===== src/rtl/postdiv_pkg.sv =====
package postdiv_pkg;
  typedef logic [1:0] ratio_code_t;

  // Code to power-of-two exponent: 11->0, 00->1, 01->2, 10->3
  function automatic logic [1:0] code_to_exp(input ratio_code_t c);
    return 2'(c + 2'd1);
  endfunction
endpackage


===== src/rtl/postdiv_lp_step.sv =====
module postdiv_lp_step #(
  parameter int LP_STEPS = 4,
  localparam int LVL_W = $clog2(LP_STEPS + 1)
) (
  input  logic             clk,
  input  logic             rst_n,
  input  logic             lp_req,
  input  logic             ref_pulse,
  input  logic             bnd,
  output logic [LVL_W-1:0] lvl_nxt
);
  logic [LVL_W-1:0] lvl_q;
  logic             pend_q;
  logic             want_up, want_dn, want;

  assign want_up = lp_req && (lvl_q < LVL_W'(LP_STEPS));
  assign want_dn = !lp_req && (lvl_q != '0);
  assign want    = want_up || want_dn;

  always_comb begin
    lvl_nxt = lvl_q;
    if (bnd && pend_q) begin
      if (want_up)      lvl_nxt = lvl_q + LVL_W'(1);
      else if (want_dn) lvl_nxt = lvl_q - LVL_W'(1);
    end
  end

  always_ff @(posedge clk or negedge rst_n) begin
    if (!rst_n) begin
      lvl_q  <= '0;
      pend_q <= 1'b0;
    end else begin
      lvl_q <= lvl_nxt;
      if (bnd && pend_q) pend_q <= ref_pulse && want;
      else               pend_q <= pend_q || (ref_pulse && want);
    end
  end


  lvl_range_chk: assert property (@(posedge clk) disable iff (!rst_n)
    lvl_q <= LVL_W'(LP_STEPS));

  lvl_step_chk: assert property (@(posedge clk) disable iff (!rst_n)
    !$stable(lvl_q) |-> $past(bnd && pend_q));

  lvl_dir_chk: assert property (@(posedge clk) disable iff (!rst_n)
    (lvl_q > $past(lvl_q)) |-> $past(lp_req));
endmodule


===== src/rtl/postdiv_count.sv =====
module postdiv_count
  import postdiv_pkg::*;
#(
  parameter int LP_STEPS = 4,
  localparam int LVL_W   = $clog2(LP_STEPS + 1),
  localparam int MAX_EXP = 3 + LP_STEPS,
  localparam int EXP_W   = $clog2(MAX_EXP + 1),
  localparam int CNT_W   = MAX_EXP
) (
  input  logic             clk,
  input  logic             rst_n,
  input  ratio_code_t      ratio_code,
  input  logic             out_en,
  input  logic [LVL_W-1:0] lvl_nxt,
  output logic             bnd,
  output logic [EXP_W-1:0] exp_q,
  output logic             tog_q,
  output logic             en_q
);
  logic [CNT_W-1:0] cnt_q;
  logic [CNT_W-1:0] half_m1;
  logic [EXP_W-1:0] new_exp;

  assign half_m1 = (exp_q == '0) ? '0
                 : (CNT_W'(1) << (exp_q - EXP_W'(1))) - CNT_W'(1);
  assign new_exp = EXP_W'(code_to_exp(ratio_code)) + EXP_W'(lvl_nxt);
  assign bnd     = !en_q || (exp_q == '0) || (!tog_q && (cnt_q == half_m1));

  always_ff @(posedge clk or negedge rst_n) begin
    if (!rst_n) begin
      exp_q <= EXP_W'(1);
      en_q  <= 1'b0;
      tog_q <= 1'b0;
      cnt_q <= '0;
    end else if (bnd) begin
      exp_q <= new_exp;
      en_q  <= out_en;
      cnt_q <= '0;
      tog_q <= out_en && (new_exp != '0);
    end else if (cnt_q == half_m1) begin
      tog_q <= ~tog_q;
      cnt_q <= '0;
    end else begin
      cnt_q <= cnt_q + CNT_W'(1);
    end
  end


  cnt_bound_chk: assert property (@(posedge clk) disable iff (!rst_n)
    cnt_q <= half_m1);

  disabled_low_chk: assert property (@(posedge clk) disable iff (!rst_n)
    !en_q |-> !tog_q);

  exp_hold_chk: assert property (@(posedge clk) disable iff (!rst_n)
    !$stable(exp_q) |-> $past(bnd));
endmodule


===== src/rtl/postdiv_outgate.sv =====
module postdiv_outgate #(
  parameter int EXP_W = 3
) (
  input  logic             clk,
  input  logic             rst_n,
  input  logic [EXP_W-1:0] exp_q,
  input  logic             tog_q,
  input  logic             en_q,
  output logic             fout,
  output logic             fout_n
);
  logic en_lat;

  // Enable for the pass-through path changes only while the clock is low
  always_ff @(negedge clk or negedge rst_n) begin
    if (!rst_n) en_lat <= 1'b0;
    else        en_lat <= en_q;
  end

  assign fout   = (exp_q == '0) ? (clk & en_lat) : tog_q;
  assign fout_n = ~fout;
endmodule


===== src/rtl/vco_postdiv.sv =====
module vco_postdiv
  import postdiv_pkg::*;
#(
  parameter int LP_STEPS = 4,
  localparam int LVL_W   = $clog2(LP_STEPS + 1),
  localparam int EXP_W   = $clog2(3 + LP_STEPS + 1)
) (
  input  logic       clk_vco,
  input  logic       rst_n,
  input  logic [1:0] ratio_code,
  input  logic       lp_req,
  input  logic       ref_pulse,
  input  logic       out_en,
  output logic       fout,
  output logic       fout_n
);
  logic             bnd;
  logic [LVL_W-1:0] lvl_nxt;
  logic [EXP_W-1:0] exp_q;
  logic             tog_q, en_q;

  postdiv_lp_step #(.LP_STEPS(LP_STEPS)) u_step (
    .clk(clk_vco), .rst_n(rst_n), .lp_req(lp_req), .ref_pulse(ref_pulse),
    .bnd(bnd), .lvl_nxt(lvl_nxt));

  postdiv_count #(.LP_STEPS(LP_STEPS)) u_count (
    .clk(clk_vco), .rst_n(rst_n), .ratio_code(ratio_code), .out_en(out_en),
    .lvl_nxt(lvl_nxt), .bnd(bnd), .exp_q(exp_q), .tog_q(tog_q), .en_q(en_q));

  postdiv_outgate #(.EXP_W(EXP_W)) u_gate (
    .clk(clk_vco), .rst_n(rst_n), .exp_q(exp_q), .tog_q(tog_q), .en_q(en_q),
    .fout(fout), .fout_n(fout_n));
endmodule


===== config.mk =====
export PLATFORM = sky130hd
export DESIGN_NAME = vco_postdiv
export DESIGN_NICKNAME = d
export VERILOG_FILES = /design/src/rtl/postdiv_pkg.sv /design/src/rtl/postdiv_lp_step.sv /design/src/rtl/postdiv_count.sv /design/src/rtl/postdiv_outgate.sv /design/src/rtl/vco_postdiv.sv
export SDC_FILE = /design/constraint.sdc
export NUM_CORES = 1
export LEC_CHECK = 0
export ABC_AREA = 1
export ABC_CLOCK_PERIOD_IN_PS = 3200
export BUFFER_PORTS_ARGS = -buffer_cell sky130_fd_sc_hd__buf_4
export CAP_MARGIN = 10
export CORE_MARGIN = 2
export CORE_UTILIZATION = 53
export CTS_BUF_LIST = sky130_fd_sc_hd__clkbuf_4 sky130_fd_sc_hd__clkbuf_8 sky130_fd_sc_hd__clkbuf_16
export CTS_CLUSTER_DIAMETER = 80
export CTS_CLUSTER_SIZE = 40
export DETAILED_ROUTE_END_ITERATION = 8
export PLACE_DENSITY_LB_ADDON = 0.1
export SYNTH_ARGS = -nofsm -noshare
export SYNTH_HDL_FRONTEND = slang
export SYNTH_SLANG_ARGS = --single-unit

===== constraint.sdc =====
create_clock -name clk_vco -period 3.2 [get_ports clk_vco]
set_clock_uncertainty 0.15 [all_clocks]
set_input_delay 0.48 -clock clk_vco [delete_from_list [all_inputs] [get_ports clk_vco]]
set_output_delay 0.48 -clock clk_vco [all_outputs]
set_load 0.01 [all_outputs]

==> results of run 1 <==
placed cells by master (no fill, tap or decap):
| cell type | count |
|---|---|
| a21oi_1 | 1 |
| buf_4 | 24 |
| buf_6 | 2 |
| clkbuf_4 | 9 |
| clkinv_2 | 1 |
| dfrtn_1 | 1 |
| dfrtp_1 | 15 |
| dfstp_2 | 1 |
| dlygate4sd3_1 | 1 |
| fa_2 | 1 |
| ha_1 | 4 |
| ha_2 | 1 |
| ha_4 | 1 |
| inv_1 | 23 |
| inv_2 | 5 |
| nand2_1 | 46 |
| nand2_2 | 3 |
| nand2_4 | 3 |
| nand3_1 | 11 |
| nand3_2 | 6 |
| nand3_4 | 1 |
| nand3b_1 | 1 |
| nand4_1 | 4 |
| nor2_1 | 17 |
| nor2_2 | 4 |
| nor2_4 | 1 |
| o21ai_0 | 6 |
| o21ai_1 | 2 |
| o21ai_2 | 1 |
| o21bai_1 | 1 |
| o22a_1 | 1 |
| o31ai_1 | 1 |
| or2_2 | 1 |
| xor2_1 | 4 |
what timing repair did:
item / 4_1_cts / 5_1_grt
gates resized for setup: 13 / 15
hold endpoints to repair: 15 / 0
pin swaps: 17 / 16
setup buffers: 4 / 2
hold buffers: 1 / 0
endpoints found under the setup margin: 5 / 6
state kept, by name (all words and copies together), names as in the netlist:
register and flops:
u_count.cnt_q 7, u_count.en_q 1, u_count.exp_q 3, u_count.tog_q 1, u_gate.en_lat 1, u_step.lvl_q 3, u_step.pend_q 1
metal layers:
| metal | track usage, % | up-vias |
|---|---|---|
| li1 | - | 596 |
| met1 | 28.9 | 585 |
| met2 | 41.5 | 22 |
| met3 | 8.05 | 7 |
| met4 | 18.9 | 0 |
| met5 | 0 | - |
critical path, delay by kind of cell, from the launching register on:
kind	cells	cell delay, ns
AOI/OAI and AO/OA	1	0.07
buffers and inverters	3	0.26
DFF	1	0.43
and+or+nand+nor	1	0.08
through the flow:
stage | hold slack [ns] | instances | setup slack (ns) | TNS [ns]
after floorplan | 0.0344 | 170 | 0.0278 | 0
after global placement | 0.203 | 214 | -0.0188 | -0.0188
after detailed placement | 0.206 | 214 | -0.0881 | -0.0881
after CTS | 0.117 | 230 | -0.333 | -0.625
after global routing | 0.117 | 232 | -0.347 | -0.977
final | 0.117 | 232 | -0.290 | -0.533
kinds of logic (layout without fill, tap and decap cells):
group                    count (synthesis)  after routing  share of synthesized area [%]
flip-flops                              17             17                           35.5
AO/OA/AOI/OAI                           13             13                           6.14
XOR/XNOR                                 4              4                           2.91
adder cells (fa/ha/maj)                  7              7                           7.91
AND/OR/NAND/NOR                         98             98                           36.3
buffers and inverters                   31             65                           11.2
power by group through the flow:
stage / combinational (mW) / sequential, mW / clock, mW
global placement: 0.0328 / 0.221 / 0.00000307
detailed placement: 0.0343 / 0.222 / 0.00000307
floorplan: 0.0187 / 0.221 / 0.00000307
finish: 0.0391 / 0.217 / 0.229
CTS: 0.0367 / 0.217 / 0.229
global route: 0.0451 / 0.218 / 0.247
layout make-up:
class | count | area (um2)
inverter | 27 | 101
clock buffer | 13 | 105
multi-input combinational | 122 | 722
tap | 28 | 35.0
timing repair buffer | 23 | 175
sequential | 17 | 427
fill | 172 | 596
clock inverter | 2 | 8.76
path summary, 6_finish.rpt:
| check | endpoint | slack [ns] | cells after the start |
|---|---|---|---|
| setup / recovery | fout_n | -0.29 | 5 |
| hold / removal | u_count.en_q$_DFFE_PN0N_ | 0.12 | 3 |
| hold reg to reg | u_count.tog_q$_DFFE_PN0P_ | 0.38 | 2 |
| max in group asynchronous | u_gate.en_lat$_DFF_NN0_ | 0.88 | 2 |
| min in group asynchronous | u_step.lvl_q[0]$_DFF_PN0_ | 0.30 | 2 |
| setup reg to reg | u_count.tog_q$_DFFE_PN0P_ | 0.05 | 21 |
==> flow_metrics.py, run 1 <==
metrics = {
    "pwr": {
        "p_clk_share_pct": 47.2,
        "p_comb_share_pct": 8.1,
        "p_total_mw": 0.485,
        "leakage_nw": 0.851,
        "irDropWorstVdd_v": 0.000336,
        "pwr-share-seq_pct": 44.8,
        "p_per_area_mw_per_mm2": 308,
        "intPower_mw": 0.364,
        "p_sw_share_pct": 25.1,
        "power_switching_mw": 0.122,
    },
    "clock_network": {
        "insertion_delay_ns": 0.42,
        "cts_tree": "done",
        "path_clk_slew_ns": 0.10,
    },
    "synth": {
        "ys_warn_count": 0,
        "yosysSeqAreaShare_pct": 35.5,
        "yosys.area.top_type": "dfrtp_1",
        "synth.most_common_cell": "nand2_1",
        "netlist_area_mm2": 0.00120,
        "syn_nets": 184,
        "synth_top_cells_by_count": "nand2_1 (50), inv_1 (27), nor2_1 (18)",
        "synth_top_area_share_pct": 31.2,
        "synth_cell_type_count": 25,
        "syn_avg_cell_area_um2": 7.07,
        "yosys_register_bits": 17,
        "netlist_instances": 170,
        "synth-edff-count": 0,
        "ys_async_sr_fraction_pct": 100,
        "synth_area_leaders": "dfrtp_1 (31%), nand2_1 (16%), inv_1 (8.4%)",
        "synth_ff_type": "dfrtp_1",
    },
    "route": {
        "vias_per_cell": 5.22,
        "dr_wl_met2_mm": 1.45,
        "dr.first_iter.drc_count": 14,
        "wl_met1_mm": 1.19,
        "drt-total-wl_mm": 2.76,
        "top_layer": "met4",
        "met3_length_um": 67,
        "drc_errors": 0,
        "num_vias": 1210,
        "ant_nets": 0,
        "drt-wirelength-per-cell_um": 11.9,
        "dr.pass1.iters": 4,
    },
    "floorplanning": {
        "num_rows": 17,
        "core_mm2": 0.00217,
        "die_x_um": 51.6,
        "initial_core_util_pct": 55.4,
        "die_h_um": 51.6,
        "pin_count": 9,
        "die_area_mm2": 0.00267,
    },
    "global_routing": {
        "grt_pass1_vias": 1208,
        "grt.total_usage_pct": 25.9,
        "grt_start_max_net_pins": 18,
        "grt_pass1_wl_mm": 4.88,
        "antenna_found_initial": 0,
        "grt-ovfl-total": 0,
    },
    "setup_path": {
        "cp_slowest_cell": "dfrtn_1",
        "startpoint": "u_gate.en_lat$_DFF_NN0_",
        "rr_startpoint": "u_count.exp_q[0]$_DFFE_PN1N_",
        "start_kind": "flop",
        "worstPathRequired_ns": 2.57,
        "cp-end-kind": "output port",
        "cp_cell_sequence": "nand3_2, o21ai_2, buf_4, inv_2, buf_6",
        "slowest_delay_ns": 0.43,
        "cp.arrival_ns": 2.86,
        "crit_fanout": 2,
        "worstSetupPathType": "reg -> out",
    },
    "placement": {
        "dpl_cell_area_mm2": 0.00135,
        "hpwlAfterDp_mm": 1.94,
        "port-buffer-count": 8,
        "place_congestion": 0.801,
    },
    "sta": {
        "maxSlewHeadroom_pct": 83.7,
        "setup_slack_ns": -0.290,
        "final_max_slew_viol_count": 0,
        "rsz0062_at_grt": "true",
        "finalHoldViolCount": 0,
        "tightest_slew_ns": 0.244,
        "final-setup-viol-count": 3,
    },
    "worst_hold_path": {
        "hold_start": "out_en",
        "hold_class": "in -> reg",
    },
    "final_layout": {
        "fin_util_pct": 72.5,
        "final_cell_area_mm2": 0.00157,
        "syn2layout_area_growth_pct": 30.9,
        "drive_above_1_share_pct": 31.9,
        "antenna_cells": 0,
        "nNetsFinal": 219,
    },
    "flow_run": {
        "drv_cap": 0,
    },
    "run_status": {
        "status": "complete, but fails checks",
        "violations": "negative setup slack",
    },
}
(Power assumes the default switching activity.)
==> run 2: changes to the inputs <==
SKIP_CTS_REPAIR_TIMING = 1   (was default)
==> flow_metrics.py, run 2 (synthesis gave the netlist of run 1 again) <==
metrics = {
    "run_status": {
        "status": "complete, but fails checks",
        "violations": "negative setup slack",
    },
    "final_layout": {
        "largestRegisters": "u_count.cnt_q (7), u_count.exp_q (3), u_step.lvl_q (3)",
        "final_common_cell": "nand2_1",
        "antenna_cells": 0,
        "drive_above_1_share_pct": 31.0,
        "largest_register_ffs": 7,
        "fin_cells": 228,
        "mostFrequentLayoutCells": "nand2_1 (46), inv_1 (22), buf_4 (19)",
        "final_cell_area_mm2": 0.00154,
        "nNetsFinal": 215,
        "fillers": 180,
        "largest_register": "u_count.cnt_q",
        "syn2layout_area_growth_pct": 28.3,
    },
    "pwr": {
        "irDropWorstVdd_v": 0.000303,
        "leakage_nw": 0.826,
        "p_total_mw": 0.486,
        "p_per_area_mw_per_mm2": 315,
    },
    "route": {
        "drt-total-wl_mm": 2.82,
        "vias_per_cell": 5.32,
        "ant_nets": 0,
        "dr.pass1.iters": 4,
        "drt-wirelength-per-cell_um": 12.4,
        "drc_errors": 0,
        "dr.first_iter.drc_count": 42,
        "num_vias": 1212,
    },
    "sta": {
        "rsz0062_at_grt": "true",
        "final-setup-viol-count": 4,
        "final.setup.tns_ns": -0.649,
        "finalHoldViolCount": 0,
        "setup_slack_ns": -0.386,
        "maxSlewHeadroom_pct": 83.4,
        "final_max_slew_viol_count": 0,
        "tightest_slew_ns": 0.248,
    },
    "setup_path": {
        "critical-path-top-delay-family": "flip-flops",
        "cp_cell_sequence": "nand3_2, o21ai_2, buf_4, buf_6, inv_2, buf_6",
        "worst_path_most_repeated_cell": "buf_6",
        "cp.arrival_ns": 2.96,
        "cp-end-kind": "output port",
        "worstSetupPathType": "reg -> out",
        "worstPathRequired_ns": 2.57,
        "slowest_delay_ns": 0.43,
        "start_kind": "flop",
        "cp_slowest_cell": "dfrtn_1",
        "path_buf_inv": 4,
        "crit_fanout": 2,
    },
    "placement": {
        "hpwlAfterDp_mm": 1.94,
        "dp.cells": 214,
        "dpl_cell_area_mm2": 0.00135,
        "port-buffer-count": 8,
        "place_congestion": 0.801,
    },
    "floorplanning": {
        "pin_count": 9,
        "initial_core_util_pct": 55.4,
        "die_area_mm2": 0.00267,
        "num_rows": 17,
        "die_x_um": 51.6,
        "core_mm2": 0.00217,
        "die_h_um": 51.6,
    },
    "global_routing": {
        "grt-ovfl-total": 0,
        "grt_pass1_wl_mm": 4.48,
        "antenna_found_initial": 0,
        "grt_start_max_net_pins": 18,
        "grt.total_usage_pct": 24.1,
        "grt_pass1_vias": 1135,
    },
    "clock_network": {
        "path_clk_slew_ns": 0.10,
        "insertion_delay_ns": 0.42,
        "cts_tree": "done",
    },
    "flow_run": {
        "drv_cap": 0,
    },
    "worst_hold_path": {
        "hold_class": "in -> reg",
    },
}
[run 2: through the flow]
| step | hold WS, ns | utilization, % | setup slack (ns) |
|---|---|---|---|
| floorplan | 0.0344 | - | 0.0278 |
| global placement | 0.203 | 62.3 | -0.0188 |
| detailed placement | 0.206 | 62.3 | -0.0881 |
| CTS | -0.236 | 67.4 | -0.588 |
| global route | 0.126 | 71.1 | -0.424 |
| finish | 0.119 | 71.1 | -0.386 |
[run 2: power breakdown]
group | switching [mW] | leakage [nW] | internal [mW] | total, mW
Combinational | 0.0212 | 0.565 | 0.0175 | 0.0387
Clock | 0.101 | 0.0814 | 0.129 | 0.230
Sequential | 0.00109 | 0.180 | 0.216 | 0.217
[run 2: cell type report]
| cell class | instances | area [um2] | area share (%) |
|---|---|---|---|
| Inverter | 27 | 101 | 6.57 |
| Clock buffer | 14 | 116 | 7.54 |
| Multi-Input combinational cell | 122 | 717 | 46.5 |
| Tap cell | 28 | 35.0 | 2.27 |
| Sequential cell | 17 | 427 | 27.7 |
| Timing Repair Buffer | 18 | 138 | 8.92 |
| Clock inverter | 2 | 8.76 | 0.568 |
[run 2: worst paths after layout]
kind | from | to | slack [ns] | cells past startpoint
setup / recovery | u_gate.en_lat$_DFF_NN0_ | fout_n | -0.39 | 6
hold / removal | out_en | u_count.en_q$_DFFE_PN0N_ | 0.12 | 3
setup reg to reg | u_count.exp_q[0]$_DFFE_PN1N_ | u_count.tog_q$_DFFE_PN0P_ | -0.01 | 21
hold reg to reg | u_count.tog_q$_DFFE_PN0P_ | u_count.tog_q$_DFFE_PN0P_ | 0.37 | 2
max in group asynchronous | rst_n | u_gate.en_lat$_DFF_NN0_ | 0.88 | 2
min in group asynchronous | rst_n | u_step.lvl_q[0]$_DFF_PN0_ | 0.30 | 2
[run 2: metal layers]
layer	vias to the layer above	global-route usage, %	part of all wire [%]
met5	-	0	0
met4	0	17.1	2.3
met3	11	8.91	4.4
met2	38	38.2	51
met1	571	26.5	42
li1	592	-	-
[run 2: worst reg2reg max path, stage by stage, from the launching register on]
cell and delay (ns):
dfstp_2 0.59, nand3_4 0.10, ha_4 0.19, nand2_4 0.07
nand2_1 0.07, inv_2 0.06, nand2_1 0.04, nand2_1 0.05
nand2_1 0.07, nor2_2 0.13, nand4_1 0.10, nand2_2 0.10
nand2_2 0.08, nor2_4 0.13, xor2_1 0.15, inv_1 0.08
ha_2 0.19, fa_2 0.46, nor2_2 0.10, nand3_2 0.07
nand2_1 0.08, nand2_1 0.05
==> run 3: changes to the inputs <==
CELL_PAD_IN_SITES_DETAIL_PLACEMENT = 0   (was default)
CELL_PAD_IN_SITES_GLOBAL_PLACEMENT = 2   (was default)
CORE_UTILIZATION = 30   (was 53)
==> flow_metrics.py, run 3 (synthesis gave the netlist of run 1 again) <==
metrics = {
    "run_status": {
        "status": "complete, but fails checks",
        "violations": "negative setup slack",
    },
    "placement": {
        "hpwlAfterDp_mm": 2.19,
        "port-buffer-count": 8,
        "place_congestion": 0.724,
        "dpl_cell_area_mm2": 0.00138,
    },
    "sta": {
        "finalHoldViolCount": 0,
        "setup_slack_ns": -0.305,
        "tightest_slew_ns": 0.246,
        "rsz0062_at_grt": "true",
        "maxSlewHeadroom_pct": 83.5,
        "final-setup-viol-count": 3,
        "final_max_slew_viol_count": 0,
    },
    "pwr": {
        "leakage_nw": 0.871,
        "p_per_area_mw_per_mm2": 371,
        "p_total_mw": 0.616,
        "irDropWorstVdd_v": 0.000407,
    },
    "route": {
        "dr.first_iter.drc_count": 31,
        "drc_errors": 0,
        "drt-wirelength-per-cell_um": 11.8,
        "drt-total-wl_mm": 2.96,
        "ant_nets": 0,
        "vias_per_cell": 4.48,
        "num_vias": 1125,
        "dr.pass1.iters": 3,
    },
    "setup_path": {
        "worstSetupPathType": "reg -> out",
        "reg2reg_depth": 22,
        "rr_endpoint": "u_count.exp_q[1]$_DFFE_PN0N_",
        "rrSetupSlack_ns": 0.02,
        "slowest_delay_ns": 0.42,
        "rr_startpoint": "u_count.exp_q[0]$_DFFE_PN1N_",
        "worstPathRequired_ns": 2.57,
        "crit_fanout": 2,
        "path_buf_inv": 3,
        "cp.arrival_ns": 2.87,
        "start_kind": "flop",
        "cp-end-kind": "output port",
        "critical-path-top-delay-family": "flip-flops",
        "cp_slowest_cell": "dfrtn_1",
        "cp_cell_sequence": "nand3_2, o21ai_4, clkbuf_8, inv_2, buf_6",
    },
    "final_layout": {
        "nNetsFinal": 216,
        "fin_util_pct": 42.4,
        "final_cell_area_mm2": 0.00166,
        "drive_above_1_share_pct": 31.8,
        "mostFrequentLayoutCells": "nand2_1 (44), inv_1 (23), buf_4 (19)",
        "fillers": 449,
        "largest_register": "u_count.cnt_q",
        "largestRegisters": "u_count.cnt_q (7), u_count.exp_q (3), u_step.lvl_q (3)",
        "final_common_cell": "nand2_1",
        "antenna_cells": 0,
        "seq_area_um2": 427,
        "multi_input_area_um2": 734,
        "syn2layout_area_growth_pct": 38.1,
        "largest_register_ffs": 7,
    },
    "floorplanning": {
        "core_mm2": 0.00391,
        "die_h_um": 67.3,
        "num_rows": 23,
        "die_area_mm2": 0.00453,
        "pin_count": 9,
        "initial_core_util_pct": 30.7,
        "die_x_um": 67.3,
    },
    "worst_hold_path": {
        "hold_start": "out_en",
        "holdPathEnd": "u_count.en_q$_DFFE_PN0N_",
        "min_path_cells": 3,
        "hold_class": "in -> reg",
    },
    "flow_run": {
        "drv_cap": 0,
    },
    "global_routing": {
        "grt_pass1_wl_mm": 5.35,
        "antenna_found_initial": 0,
        "grt.total_usage_pct": 17.8,
        "grt-ovfl-total": 0,
        "grt_start_max_net_pins": 18,
        "grt_pass1_vias": 1248,
    },
    "clock_network": {
        "insertion_delay_ns": 0.36,
        "cts_tree": "done",
        "path_clk_slew_ns": 0.07,
    },
}
## run 3: worst max-delay path by stage
stage | to | startpoint | cells after the start | slack, ns
after floorplan | u_count.tog_q$_DFFE_PN0P_ | u_count.exp_q[0]$_DFFE_PN1N_ | 24 | 0.03
after global placement | u_count.tog_q$_DFFE_PN0P_ | u_count.exp_q[0]$_DFFE_PN1N_ | 21 | -0.1
after detailed placement | u_count.tog_q$_DFFE_PN0P_ | u_count.exp_q[0]$_DFFE_PN1N_ | 23 | -0.12
after CTS | fout_n | u_gate.en_lat$_DFF_NN0_ | 7 | -0.65
after global routing | fout_n | u_gate.en_lat$_DFF_NN0_ | 5 | -0.35
final | fout_n | u_gate.en_lat$_DFF_NN0_ | 5 | -0.30
## run 3: worst register-to-register path, cell delays in order, from the launching register on
cell     delay, ns
dfstp_2       0.57
inv_2         0.06
nand3_4       0.07
ha_4          0.17
nand2_2       0.07
nand2_2       0.09
inv_2         0.04
nand2_2       0.07
nand2_1       0.05
nand2_1       0.06
nand2_2       0.06
nor2_4        0.10
nand4_1       0.12
nand2_2       0.10
nand2_2       0.07
nor2_4        0.13
xor2_1        0.14
inv_1         0.07
ha_2          0.18
fa_2          0.54
buf_4         0.11
nand2_2       0.04
o21ai_1       0.06
## run 3: power breakdown
group / switching [mW] / leakage, nW / internal [mW]
Combinational: 0.0204 / 0.583 / 0.0194
Clock: 0.113 / 0.107 / 0.246
Sequential: 0.00123 / 0.180 / 0.216
## run 3: area by class of cell
cell class              instances  share of cell area [%]
multi-input cells             122                    44.2
well taps                      50                    3.77
clock buffers                  13                    10.5
flip-flops and latches         17                    25.7
inverters                      27                    6.10
repair buffers                 20                    9.19
clock inverters                 2                   0.528
## run 3: per-layer routing
layer	vias up	GRT usage [%]	wire, um
li1	595	-	-
met1	509	18.5	1280
met2	15	25.2	1570
met3	6	10.2	59
met4	0	16.3	51
met5	-	0	0
## run 3: through the flow
stage / hold slack [ns] / worst slack [ns] / instances / TNS [ns]
after floorplan: 0.0344 / 0.0278 / 170 / 0
after CTS: -0.172 / -0.651 / 251 / -1.40
final: 0.178 / -0.305 / 251 / -0.565
after global routing: 0.187 / -0.351 / 251 / -1.35
after global placement: 0.213 / -0.0985 / 236 / -0.186
after detailed placement: 0.212 / -0.124 / 236 / -0.222
